### src/rtl/ttag_pkg.sv
package ttag_pkg;
  localparam int unsigned TAG_W   = 16;
  localparam int unsigned RES_W   = 3;
  localparam int unsigned RES_MAX = 5;
  localparam int unsigned DIV_MIN = 32;

  typedef enum logic [1:0] {
    SRC_PRESCALE = 2'd0,
    SRC_EXT      = 2'd1,
    SRC_SOFT     = 2'd2,
    SRC_HOLD     = 2'd3
  } tick_src_e;

  // Clock cycles per count for a resolution code; codes past the top clamp.
  function automatic int unsigned ttag_divisor(input logic [RES_W-1:0] code);
    int unsigned k;
    k = (int'(code) > RES_MAX) ? RES_MAX : int'(code);
    return DIV_MIN << k;
  endfunction

  // Value after one tick, with the wrap flag.
  function automatic logic [TAG_W:0] ttag_step(input logic [TAG_W-1:0] v);
    return {1'b0, v} + {{TAG_W{1'b0}}, 1'b1};
  endfunction
endpackage

### src/rtl/ttag_prescaler.sv
module ttag_prescaler
  import ttag_pkg::*;
#(
  parameter int unsigned DIV_TOP = DIV_MIN << RES_MAX
) (
  input  logic             clk,
  input  logic             rst_n,
  input  logic             run,
  input  logic             restart,
  input  logic [RES_W-1:0] res_code,
  output logic             pre_tick
);
  localparam int unsigned PRE_W = $clog2(DIV_TOP);

  logic [PRE_W-1:0] cnt;
  logic [PRE_W-1:0] term;
  logic             at_term;

  assign term    = PRE_W'(ttag_divisor(res_code) - 1);
  assign at_term = (cnt >= term);
  assign pre_tick = run && !restart && at_term;

  always_ff @(posedge clk or negedge rst_n) begin
    if (!rst_n)                cnt <= '0;
    else if (restart || !run)  cnt <= '0;
    else if (at_term)          cnt <= '0;
    else                       cnt <= cnt + 1'b1;
  end

  AST_TICK_SPACED: assert property (@(posedge clk) disable iff (!rst_n)
    pre_tick |=> !pre_tick);
  AST_RESTART_QUIET: assert property (@(posedge clk) disable iff (!rst_n)
    restart |=> !pre_tick);
endmodule

### src/rtl/ttag_tick_src.sv
module ttag_tick_src
  import ttag_pkg::*;
(
  input  logic      clk,
  input  logic      rst_n,
  input  tick_src_e src,
  input  logic      pre_tick,
  input  logic      ext_osc,
  input  logic      soft_step,
  output logic      tick
);
  logic sync_a, sync_b, sync_c;
  logic ext_rise;

  always_ff @(posedge clk or negedge rst_n) begin
    if (!rst_n) begin
      sync_a <= 1'b0;
      sync_b <= 1'b0;
      sync_c <= 1'b0;
    end else begin
      sync_a <= ext_osc;
      sync_b <= sync_a;
      sync_c <= sync_b;
    end
  end

  assign ext_rise = sync_b && !sync_c;

  always_comb begin
    unique case (src)
      SRC_PRESCALE: tick = pre_tick;
      SRC_EXT:      tick = ext_rise;
      SRC_SOFT:     tick = soft_step;
      default:      tick = 1'b0;
    endcase
  end

  AST_EXT_ONE_PER_EDGE: assert property (@(posedge clk) disable iff (!rst_n)
    ext_rise |=> !ext_rise);
  AST_HOLD_NO_TICK: assert property (@(posedge clk) disable iff (!rst_n)
    (src == SRC_HOLD) |-> !tick);
endmodule

### src/rtl/ttag_count.sv
module ttag_count
  import ttag_pkg::*;
(
  input  logic             clk,
  input  logic             rst_n,
  input  logic             host_wr,
  input  logic [TAG_W-1:0] host_wdata,
  input  logic             sync_clr,
  input  logic             sync_ld,
  input  logic [TAG_W-1:0] sync_word,
  input  logic             tick,
  input  logic             capture,
  output logic [TAG_W-1:0] count,
  output logic [TAG_W-1:0] stamp,
  output logic             stamp_valid,
  output logic             wrap
);
  logic [TAG_W:0] stepped;
  logic           forced;

  assign stepped = ttag_step(count);
  assign forced  = host_wr || sync_clr || sync_ld;

  always_ff @(posedge clk or negedge rst_n) begin
    if (!rst_n) begin
      count <= '0;
      wrap  <= 1'b0;
    end else begin
      wrap <= !forced && tick && stepped[TAG_W];
      if (host_wr)       count <= host_wdata;
      else if (sync_clr) count <= '0;
      else if (sync_ld)  count <= sync_word;
      else if (tick)     count <= stepped[TAG_W-1:0];
    end
  end

  always_ff @(posedge clk or negedge rst_n) begin
    if (!rst_n) begin
      stamp       <= '0;
      stamp_valid <= 1'b0;
    end else begin
      stamp_valid <= capture;
      if (capture) stamp <= count;
    end
  end

  AST_HOST_WINS: assert property (@(posedge clk) disable iff (!rst_n)
    host_wr |=> count == $past(host_wdata));
  AST_SYNC_CLEAR: assert property (@(posedge clk) disable iff (!rst_n)
    (sync_clr && !host_wr) |=> count == '0);
  AST_SYNC_LOAD: assert property (@(posedge clk) disable iff (!rst_n)
    (sync_ld && !sync_clr && !host_wr) |=> count == $past(sync_word));
  AST_STEP_BY_ONE: assert property (@(posedge clk) disable iff (!rst_n)
    (tick && !forced) |=> count == $past(count) + 16'd1);
  AST_IDLE_STABLE: assert property (@(posedge clk) disable iff (!rst_n)
    (!tick && !forced) |=> $stable(count));
  AST_WRAP_ONLY_AT_ZERO: assert property (@(posedge clk) disable iff (!rst_n)
    wrap |-> (count == '0 && $past(count) == '1));
  AST_STAMP_CAPTURE: assert property (@(posedge clk) disable iff (!rst_n)
    capture |=> (stamp_valid && stamp == $past(count)));
endmodule

### src/rtl/ttag_core.sv
module ttag_core
  import ttag_pkg::*;
(
  input  logic             clk,
  input  logic             rst_n,
  input  logic             host_wr,
  input  logic [TAG_W-1:0] host_wdata,
  output logic [TAG_W-1:0] tag_value,
  input  logic [RES_W-1:0] res_code,
  input  logic [1:0]       tick_src,
  input  logic             ext_osc,
  input  logic             soft_step,
  input  logic             clr_on_sync,
  input  logic             load_on_sync,
  input  logic             sync_plain,
  input  logic             sync_word_cmd,
  input  logic [TAG_W-1:0] sync_word,
  input  logic             msg_capture,
  output logic [TAG_W-1:0] stamp_word,
  output logic             stamp_valid,
  output logic             wrap_evt
);
  tick_src_e src;
  logic      pre_tick;
  logic      tick;
  logic      sync_clr_go;
  logic      sync_ld_go;

  assign src         = tick_src_e'(tick_src);
  assign sync_clr_go = sync_plain && clr_on_sync;
  assign sync_ld_go  = sync_word_cmd && load_on_sync && !sync_clr_go;

  ttag_prescaler u_pre (
    .clk      (clk),
    .rst_n    (rst_n),
    .run      (src == SRC_PRESCALE),
    .restart  (host_wr),
    .res_code (res_code),
    .pre_tick (pre_tick)
  );

  ttag_tick_src u_src (
    .clk       (clk),
    .rst_n     (rst_n),
    .src       (src),
    .pre_tick  (pre_tick),
    .ext_osc   (ext_osc),
    .soft_step (soft_step),
    .tick      (tick)
  );

  ttag_count u_cnt (
    .clk         (clk),
    .rst_n       (rst_n),
    .host_wr     (host_wr),
    .host_wdata  (host_wdata),
    .sync_clr    (sync_clr_go),
    .sync_ld     (sync_ld_go),
    .sync_word   (sync_word),
    .tick        (tick),
    .capture     (msg_capture),
    .count       (tag_value),
    .stamp       (stamp_word),
    .stamp_valid (stamp_valid),
    .wrap        (wrap_evt)
  );

  AST_WRAP_PULSE: assert property (@(posedge clk) disable iff (!rst_n)
    wrap_evt |=> !wrap_evt);
  AST_READ_LIVE: assert property (@(posedge clk) disable iff (!rst_n)
    (!host_wr && !sync_plain && !sync_word_cmd && src == SRC_HOLD) |=> $stable(tag_value));
endmodule

### config.mk
export PLATFORM = sky130hd
export DESIGN_NAME = ttag_core
export DESIGN_NICKNAME = d
export VERILOG_FILES = /design/src/rtl/ttag_pkg.sv /design/src/rtl/ttag_prescaler.sv /design/src/rtl/ttag_tick_src.sv /design/src/rtl/ttag_count.sv /design/src/rtl/ttag_core.sv
export SDC_FILE = /design/constraint.sdc
export NUM_CORES = 1
export LEC_CHECK = 0
export ABC_AREA = 0
export BUFFER_PORTS_ARGS = -buffer_cell sky130_fd_sc_hd__buf_4
export CORE_ASPECT_RATIO = 1.4
export CORE_MARGIN = 2
export CORE_UTILIZATION = 45
export CTS_BUF_LIST = sky130_fd_sc_hd__clkbuf_4 sky130_fd_sc_hd__clkbuf_8 sky130_fd_sc_hd__clkbuf_16
export DETAILED_ROUTE_END_ITERATION = 12
export GPL_TIMING_DRIVEN = 0
export PLACE_DENSITY = 0.84
export SYNTH_ARGS = -nofsm -noshare
export SYNTH_HDL_FRONTEND = slang
export SYNTH_SLANG_ARGS = --single-unit
### constraint.sdc
create_clock -name clk -period 1.9 [get_ports clk]
set_input_delay 0.38 -clock clk [delete_from_list [all_inputs] [get_ports clk]]
set_output_delay 0.38 -clock clk [all_outputs]
set_load 0.01 [all_outputs]
==> flow_summary.json <==
{
  "synth-seq-cells": 47,
  "cp_data_required_time_ps": 2120,
  "synth_cell_type_count": 47,
  "vias": 2674,
  "layout_setup_ws_ps": -20.41,
  "synth_async_sr_flop_share_pct": 100.0,
  "place.gp.congestion": 0.9172,
  "period_minus_slack_ps": 1920,
  "regArea_mm2": 0.001190,
  "slew_headroom_pct": 57.11,
  "die_x_um": 68.54,
  "fill_cells": 394,
  "syn2layout_area_growth_pct": 50.79,
  "fin_cells": 448,
  "path_class": "reg2reg",
  "regToRegStartpoint": "u_cnt.count[1]$_DFFE_PN0P_",
  "drt-total-wl_um": 7963,
  "top_level_ports": 81,
  "via_per_inst": 5.969,
  "grt_pass1_wl_um": 12170,
  "gr-total-overflow": 0,
  "drt_iter0_markers": 129,
  "yosysTopAreaCellShare_pct": 44.83,
  "clock_path_buffers": 2,
  "hp-class": "in2async",
  "arrival_ps": 2140,
  "numCtsBuffers": 5,
  "holdBufCountCts": 0,
  "synth_edf_count": 0,
  "hold_violations": 0,
  "dieArea_mm2": 0.006466,
  "r2r-end": "u_cnt.count[14]$_DFFE_PN0P_",
  "setup_viol": 1,
  "synth_flop_cell": "dfrtp_1",
  "r2r_cells": 6,
  "cp-end-kind": "register",
  "fin_crit_sh_pct": 101.1,
  "synth_commonest_cells": "dfrtp_1, nand2_1, mux2_2",
  "synth.most_common_cell": "dfrtp_1",
  "avgSynthCellArea_um2": 9.901,
  "max_freq_mhz": 520.7,
  "path_clk_slew_ps": 80,
  "postSynthNetCount": 319,
  "p_per_area_mw_per_mm2": 711.8,
  "fp.dieH_um": 94.35,
  "netlist_area_mm2": 0.002624,
  "clkLatencyLatePin_ps": 310,
  "clock-sinks": 47,
  "seq_area_frac_synth_pct": 44.83,
  "start_kind": "register",
  "htree_levels": 2,
  "yosysTopAreaCell": "dfrtp_1",
  "leakage_nw": 1.686,
  "grt_max_degree": 48,
  "post_drt_wl_per_cell_um": 17.77,
  "drv_slew": 0,
  "drc": 0,
  "synth_area_leaders": "dfrtp_1, mux2_2, nand2_1, ha_1, xnor2_1",
  "drv_cap": 0,
  "timing.hold.ws_ps": 74.58,
  "fin_skew_ps": 8.505,
  "ff2ff_setup_slack_ps": -20,
  "rsz0062_at_grt": "yes",
  "rows": 32,
  "final_antenna_net_count": 0,
  "grt_usage_pct": 24.93,
  "dp.final_hpwl_um": 5077,
  "drive_gt1_share_pct": 50.53,
  "worst_slew_pin_slew_ps": 639.9,
  "violations": "setup timing",
  "ys_warn_count": 0,
  "finalSetupTns_ps": -20.41,
  "antennaDiodeCount": 0,
  "grt_pass1_vias": 2581,
  "outcome": "complete, but fails checks",
  "dp.cells": 413,
  "layout.nets": 433,
  "dr.pass1.iters": 4,
  "synth_cells": 265,
  "pre_cts_ws_ps": -430.8,
  "portBuffers": 80,
  "peakVddDrop_uv": 598.3,
  "start_util_pct": 47.14,
  "multiInputGateArea_mm2": 0.001670,
  "crit_path_start": "u_cnt.count[1]$_DFFE_PN0P_",
  "cts_tree": "done",
  "core-area_mm2": 0.005565,
  "critPathMaxFanout": 4,
  "antenna_found_initial": 0,
  "ctsRootBufferMaster": "clkbuf_8"
}
[power by group]
group	internal (mW)	switching, mW	leakage [nW]
clock network	0.426	0.332	0.0612
logic	0.431	0.375	1.04
registers	1.12	0.127	0.582
total	1.98	0.835	1.69
[repair_timing]
action | CTS | global route
pin swaps | 8 | 10
buffers inserted | 13 | 13
cloned | 1 | 0
resized for setup | 21 | 46
setup endpoints to repair | 26 | 27
[registers in the layout, indices dropped and copies added, names as in the netlist]
register           flops
u_src.sync_c           1
u_cnt.wrap             1
u_cnt.stamp_valid      1
u_cnt.stamp           16
u_pre.cnt             10
u_cnt.count           16
u_src.sync_a           1
u_src.sync_b           1
[logic make-up after synthesis]
family / share of synthesized area, %
flip-flops: 44.83
XOR/XNOR: 4.673
multiplexers: 9.395
AND/OR/NAND/NOR: 16.98
buffers and inverters: 2.718
adder cells (fa/ha/maj): 3.338
AO/OA/AOI/OAI: 18.07
[layout by cell type, fill, tap and decap left out, drive strengths merged, types with 3 or more instances in the layout]
master / netlist / final
buf: 0 / 108
dfrtp: 47 / 47
mux2: 21 / 21
nand2: 29 / 29
nand4: 4 / 4
ha: 7 / 7
a22o: 3 / 3
inv: 8 / 8
xnor2: 10 / 10
nand3: 13 / 13
o31a: 3 / 3
a31oi: 6 / 6
nor2b: 5 / 5
a22oi: 4 / 4
clkbuf: 11 / 16
and3: 4 / 4
nor2: 17 / 17
o21ai: 13 / 13
nor3: 3 / 3
xor2: 4 / 4
a2111oi: 5 / 5
a21oi: 13 / 13
o221ai: 6 / 6
[worst max-delay path, cell delays in order (launching register included)]
cell      delay, ps
dfrtp_1         400
ha_4            160
nand3_4          90
or4_4           520
or2_1           250
o31a_1          250
o221ai_2        160
[final cells by class]
| cell class | instances | share of cell area, % |
|---|---|---|
| clock inverter | 2 | 0.8855 |
| tap | 68 | 2.151 |
| inverter | 8 | 0.7590 |
| multi-input combinational | 199 | 42.22 |
| buffer | 11 | 1.328 |
| clock buffer | 6 | 2.087 |
| timing repair buffer | 107 | 20.49 |
| sequential | 47 | 30.08 |
[per-stage QoR]
stage	utilization, %	instance area [um2]	power [mW]
floorplan	-	2659	1.574
global placement	60.09	3344	1.922
detailed placement	60.09	3344	1.945
CTS	65.87	3666	2.755
global route	71.09	3956	2.938
finish	71.09	3956	2.816
[routing by layer]
| layer | part of all wire [%] | vias to the layer above | track usage [%] |
|---|---|---|---|
| li1 | - | 1222 | - |
| met1 | 37 | 1303 | 30.02 |
| met2 | 54 | 127 | 42.55 |
| met3 | 5.6 | 22 | 4.529 |
| met4 | 3.0 | 0 | 10.50 |
| met5 | 0 | - | 0 |
[how the worst max path moves through the flow]
stage	cells past startpoint	end	slack, ps
CTS	6	u_cnt.count[14]$_DFFE_PN0P_	-20
global route	6	u_cnt.count[14]$_DFFE_PN0P_	-90
floorplan	6	u_cnt.count[14]$_DFFE_PN0P_	-110
global placement	6	u_cnt.count[1]$_DFFE_PN0P_	-350
finish	6	u_cnt.count[14]$_DFFE_PN0P_	-20
detailed placement	6	u_cnt.count[1]$_DFFE_PN0P_	-430
Power figures use the tool's default switching activity.
